**src/rtl/nvseq_pkg.sv**
```systemverilog
package nvseq_pkg;

  localparam int KEY_W   = 14;
  localparam int SEQ_LEN = 6;
  localparam int STEP_W  = $clog2(SEQ_LEN);

  localparam logic [KEY_W-1:0] TAIL_STORE  = 14'h0FC0;
  localparam logic [KEY_W-1:0] TAIL_RECALL = 14'h0C63;

  // Shared links of the chain; index 0 is the entry link.
  function automatic logic [KEY_W-1:0] chain_link(input int idx);
    logic [KEY_W-1:0] v;
    case (idx)
      0:       v = 14'h0E38;
      1:       v = 14'h31C7;
      2:       v = 14'h03E0;
      3:       v = 14'h3C1F;
      4:       v = 14'h303F;
      default: v = '0;
    endcase
    return v;
  endfunction

  // Progress after a read: advance on the expected link, re-enter on the
  // entry link, otherwise fall back to empty. At the last link the chain
  // either completes (empty afterwards) or restarts.
  function automatic logic [STEP_W-1:0] step_advance(
    input logic [STEP_W-1:0] cur,
    input logic              cur_hit,
    input logic              entry_hit,
    input logic              at_last
  );
    logic [STEP_W-1:0] n;
    if (!at_last && cur_hit)  n = cur + 1'b1;
    else if (entry_hit)       n = STEP_W'(1);
    else                      n = '0;
    return n;
  endfunction

endpackage

```
**src/rtl/nvseq_link_match.sv**
```systemverilog
module nvseq_link_match
  import nvseq_pkg::*;
#(
  parameter int LINKS = SEQ_LEN - 1
) (
  input  logic [KEY_W-1:0] key_addr,
  output logic [LINKS-1:0] link_hit,
  output logic             tail_store_hit,
  output logic             tail_recall_hit
);

  for (genvar i = 0; i < LINKS; i++) begin : g_link
    assign link_hit[i] = (key_addr == chain_link(i));
  end

  assign tail_store_hit  = (key_addr == TAIL_STORE);
  assign tail_recall_hit = (key_addr == TAIL_RECALL);

endmodule

```
**src/rtl/nvseq_progress.sv**
```systemverilog
module nvseq_progress
  import nvseq_pkg::*;
#(
  parameter int LINKS = SEQ_LEN - 1
) (
  input  logic              clk,
  input  logic              rst,
  input  logic              rd_evt,
  input  logic              wr_evt,
  input  logic [LINKS-1:0]  link_hit,
  output logic [STEP_W-1:0] step,
  output logic              at_last
);

  logic              cur_hit;
  logic [STEP_W-1:0] step_nxt;

  assign at_last = (step == STEP_W'(LINKS));
  assign cur_hit = at_last ? 1'b0 : link_hit[step];

  always_comb begin
    step_nxt = step;
    if (wr_evt)      step_nxt = '0;
    else if (rd_evt) step_nxt = step_advance(step, cur_hit, link_hit[0], at_last);
  end

  always_ff @(posedge clk) begin
    if (rst) step <= '0;
    else     step <= step_nxt;
  end

  // a write leaves no progress behind
  a_r5_write_clears: assert property (@(posedge clk) disable iff (rst)
    wr_evt |=> (step == '0));

  // no strobe, no movement
  a_r7_idle_holds: assert property (@(posedge clk) disable iff (rst)
    !(rd_evt || wr_evt) |=> $stable(step));

  // an off-chain entry link restarts at one
  a_r6_entry_restart: assert property (@(posedge clk) disable iff (rst)
    (rd_evt && link_hit[0]) |=> (step == STEP_W'(1)));

  // progress never runs past the last link
  a_r10_step_range: assert property (@(posedge clk) disable iff (rst)
    step <= STEP_W'(LINKS));

endmodule

```
**src/rtl/nvseq_req_out.sv**
```systemverilog
module nvseq_req_out (
  input  logic clk,
  input  logic rst,
  input  logic fire_store,
  input  logic fire_recall,
  output logic store_req,
  output logic recall_req
);

  always_ff @(posedge clk) begin
    if (rst) begin
      store_req  <= 1'b0;
      recall_req <= 1'b0;
    end else begin
      store_req  <= fire_store;
      recall_req <= fire_recall;
    end
  end

  // never both requests together
  a_r9_exclusive: assert property (@(posedge clk) disable iff (rst)
    !(store_req && recall_req));

  // each request lasts one clock
  a_r8_store_single: assert property (@(posedge clk) disable iff (rst)
    store_req |=> !store_req);
  a_r8_recall_single: assert property (@(posedge clk) disable iff (rst)
    recall_req |=> !recall_req);

endmodule

```
**src/rtl/nvseq_detect.sv**
```systemverilog
module nvseq_detect
  import nvseq_pkg::*;
#(
  parameter int ADDR_W = 15
) (
  input  logic              clk,
  input  logic              rst,
  input  logic              cyc_valid,
  input  logic              cyc_we_n,
  input  logic [ADDR_W-1:0] cyc_addr,
  output logic              store_req,
  output logic              recall_req
);

  localparam int LINKS = SEQ_LEN - 1;

  logic [KEY_W-1:0]  key_addr;
  logic              unused_upper;
  logic              rd_evt, wr_evt;
  logic [LINKS-1:0]  link_hit;
  logic              tail_store_hit, tail_recall_hit;
  logic [STEP_W-1:0] step;
  logic              at_last;
  logic              fire_store, fire_recall;

  assign key_addr     = cyc_addr[KEY_W-1:0];
  assign unused_upper = ^cyc_addr[ADDR_W-1:KEY_W];
  assign rd_evt       = cyc_valid &  cyc_we_n;
  assign wr_evt       = cyc_valid & ~cyc_we_n;

  nvseq_link_match #(.LINKS(LINKS)) u_match (
    .key_addr       (key_addr),
    .link_hit       (link_hit),
    .tail_store_hit (tail_store_hit),
    .tail_recall_hit(tail_recall_hit)
  );

  nvseq_progress #(.LINKS(LINKS)) u_prog (
    .clk     (clk),
    .rst     (rst),
    .rd_evt  (rd_evt),
    .wr_evt  (wr_evt),
    .link_hit(link_hit),
    .step    (step),
    .at_last (at_last)
  );

  assign fire_store  = rd_evt & at_last & tail_store_hit;
  assign fire_recall = rd_evt & at_last & tail_recall_hit;

  nvseq_req_out u_out (
    .clk        (clk),
    .rst        (rst),
    .fire_store (fire_store),
    .fire_recall(fire_recall),
    .store_req  (store_req),
    .recall_req (recall_req)
  );

  // a store request only follows a completed chain read
  a_r2_store_origin: assert property (@(posedge clk) disable iff (rst)
    store_req |-> $past(rd_evt && at_last));

  // a recall request only follows a completed chain read
  a_r3_recall_origin: assert property (@(posedge clk) disable iff (rst)
    recall_req |-> $past(rd_evt && at_last));

  // after any request the chain starts empty
  a_r8_empty_after: assert property (@(posedge clk) disable iff (rst)
    (store_req || recall_req) |-> (step <= STEP_W'(1)));

endmodule

```
**config.mk**
```make
export PLATFORM = sky130hd
export DESIGN_NAME = nvseq_detect
export DESIGN_NICKNAME = d
export VERILOG_FILES = /design/src/rtl/nvseq_pkg.sv /design/src/rtl/nvseq_link_match.sv /design/src/rtl/nvseq_progress.sv /design/src/rtl/nvseq_req_out.sv /design/src/rtl/nvseq_detect.sv
export SDC_FILE = /design/constraint.sdc
export NUM_CORES = 1
export LEC_CHECK = 0
export ABC_AREA = 0
export BUFFER_PORTS_ARGS = -buffer_cell sky130_fd_sc_hd__buf_2
export CAP_MARGIN = 0
export CORE_AREA = 2 2 39 41
export DETAILED_ROUTE_END_ITERATION = 8
export DIE_AREA = 0 0 41 43
export SLEW_MARGIN = 20
export SYNTH_ARGS = -nofsm -noshare
export SYNTH_HDL_FRONTEND = slang
export SYNTH_SLANG_ARGS = --single-unit
```
**constraint.sdc**
```tcl
create_clock -name clk -period 2.1 [get_ports clk]
set_input_delay 0.42 -clock clk [delete_from_list [all_inputs] [get_ports clk]]
set_output_delay 0.42 -clock clk [all_outputs]
set_load 0.01 [all_outputs]
```
==> flow_summary.toml <==
[status]
status = "finished, final reports clean"

[timing]
setup_tns_ps = 0
fin_crit_ps = 1850
hold_violations = 0
rsz0062_at_grt = "no"
fin_crit_sh_pct = 88.0
layout_setup_ws_ps = 251
clock-skew-final_ps = 1.19
relSlewSlack_pct = 79.1
setup_violations = 0
slew_violations = 0
tightest_slew_ps = 311
clock.fmax_mhz = 541

[critical_path]
worst_setup_path_end_kind = "flop"
crit_path_start_kind = "input port"
r2r-end = "u_prog.step[2]"
r2r_slack_ps = 550
arrival_ps = 2020
rr_startpoint = "u_prog.step[2]"
cpMaxStageDelayCell = "or4_1"
r2r_cells = 5
critical_path_class = "in -> reg"
worstPathCellList = "buf_2 -> or3b_1 -> or4_1 -> o21ai_1 -> a32o_2 -> o21ai_0 -> a21oi_1"
cp.required_ps = 2270
path_max_fanout = 3
slowest_delay_ps = 490

[hold_path]
hold_path_end = "u_prog.step[0]"
min_path_cells = 2
hold_path_class = "in -> reg"
hold_path_startpoint = "rst"

[global_route]
grt_pass1_vias = 417
use_met1_pct = 18.7
busiest_layer = "met2"
grt_pass1_wl_mm = 1.68
use_met3_pct = 7.85
gr-usage-met2_pct = 20.0
antenna_found_initial = 0
grt_start_max_net_pins = 10
grt_overflow = 0
grt_usage_pct = 14.4

[logic_synthesis]
synth.top_cell.area_share_pct = 22.9
synth.most_common_cell = "nor2_1"
syn_area_sq_um = 437
async_flop_share_pct = 0
synth.ff_latch_count = 5
yosysTopAreaCell = "dfxtp_1"
yosys_warnings = 0
ys_seq_area_share_pct = 22.9
synthFlopType = "dfxtp_1"
avgSynthCellArea_sq_um = 7.80
synth-edff-count = 0
yosysUniqueCellTypes = 29
synth_nets = 77
synth_commonest_cells = "6 x nor2_1, 5 x dfxtp_1, 5 x nand2_1"
synth_cells = 56
synth_area_leaders = "dfxtp_1 23%, ha_1 5.7%, nor2_1 5.2%"

[drt]
drtAntennaViolNets = 0
post_drt_wl_per_cell_um = 11.8
drtIter0Drc = 9
routed_via_density = 5.47
wl_mm = 1.13
num_vias = 525
firstDrtPassIters = 4
drc = 0

[clocking]
clk_latency_ps = 240
path_clk_slew_ps = 40
cts_buffers = 3
root_buffer = "clkbuf_4"
cts_htree_levels = 1
hold_buffers = 0
post_cts_buffers = 0
cts_tree = "yes"
ctsResizeCount = 0
clockBufferDepth = 2
clock-sinks = 5

[placement]
post-place-ws_ps = 9.96
dp_cells = 92
portBuffers = 19
gp_congestion = 0.717
dpl.hpwl_um = 884

[cells_and_area]
layout-drive-gt1-share_pct = 37.5
syn_to_final_growth_pct = 34.1
num-nets-final = 102
insertedDiodeCount = 0
fill_cells = 153
fin_util_pct = 42.3
seqCellArea_sq_um = 100
final_cells = 96
multi_input_area_sq_um = 329

[floorplanning]
die_x_um = 41
io-pin-count = 21
fp.dieH_um = 43
die-area_sq_mm = 0.00176
start_util_pct = 31.6
placeableCoreArea_sq_mm = 0.00138
row_count = 14

[job]
max_cap_viol_count = 0

[power]
power_leakage_nw = 0.239
vdd_drop_max_mv = 0.335
powerDensity_mw_per_mm2 = 413
power.total_w = 0.000242
cells in the final DEF (no fill, tap or decap), drive strengths merged, types with 2 or more instances in the layout:
master / count
nor3: 4
nor2: 6
nand2: 5
a21oi: 3
or3b: 2
nor3b: 3
inv: 2
clkbuf: 4
or4: 2
nand4b: 2
nor4b: 2
ha: 2
dfxtp: 5
nand3: 3
o21ai: 2
buf: 20
layout make-up:
cell class / instances / share of cell area [%]
Multi-Input combinational cell: 49 / 56.2
Timing Repair Buffer: 20 / 17.5
Sequential cell: 5 / 17.1
Clock buffer: 4 / 4.49
Tap cell: 16 / 3.42
Inverter: 2 / 1.28
how the worst max path moves through the flow:
stage                            from        endpoint  depth (start not counted)
after floorplan           cyc_addr[3]  u_prog.step[0]                          6
after global placement    cyc_addr[3]  u_prog.step[0]                          7
after detailed placement  cyc_addr[3]  u_prog.step[2]                          7
after CTS                 cyc_addr[3]  u_prog.step[2]                          7
after global routing      cyc_addr[7]  u_prog.step[2]                          7
final                     cyc_addr[3]  u_prog.step[2]                          7
flip-flops by register name (all words and copies together) (netlist names):
register,count
u_out.recall_req,1
u_prog.step,3
u_out.store_req,1
metrics by stage:
stage               hold WS, ps  area, sq um
floorplan                   475          437
global placement            546          559
detailed placement          539          559
CTS                         375          586
global route                371          586
finish                      391          586
cell families after synthesis:
logic type               Yosys count  share of synthesized area [%]
buffers and inverters              2                           1.72
AND/OR/NAND/NOR                   36                           51.0
AO/OA/AOI/OAI                     11                           18.6
flip-flops                         5                           22.9
adder cells (fa/ha/maj)            2                           5.73
critical path: cells and delay by family:
| family | cells | cell delay, ps |
|---|---|---|
| AND/OR/NAND/NOR | 2 | 920 |
| AO/OA/AOI/OAI | 4 | 580 |
| buffers and inverters | 1 | 100 |
layer usage:
layer | routed length, um | vias up
met4 | 0 | 0
met2 | 492 | 19
met3 | 104 | 0
met1 | 531 | 233
met5 | 0 | -
li1 | - | 273
where the power goes:
group,internal [W],switching (W)
Sequential,0.0000953,0.00000000219
Clock,0.0000717,0.0000368
Combinational,0.0000178,0.0000200
(Power assumes the default switching activity.)
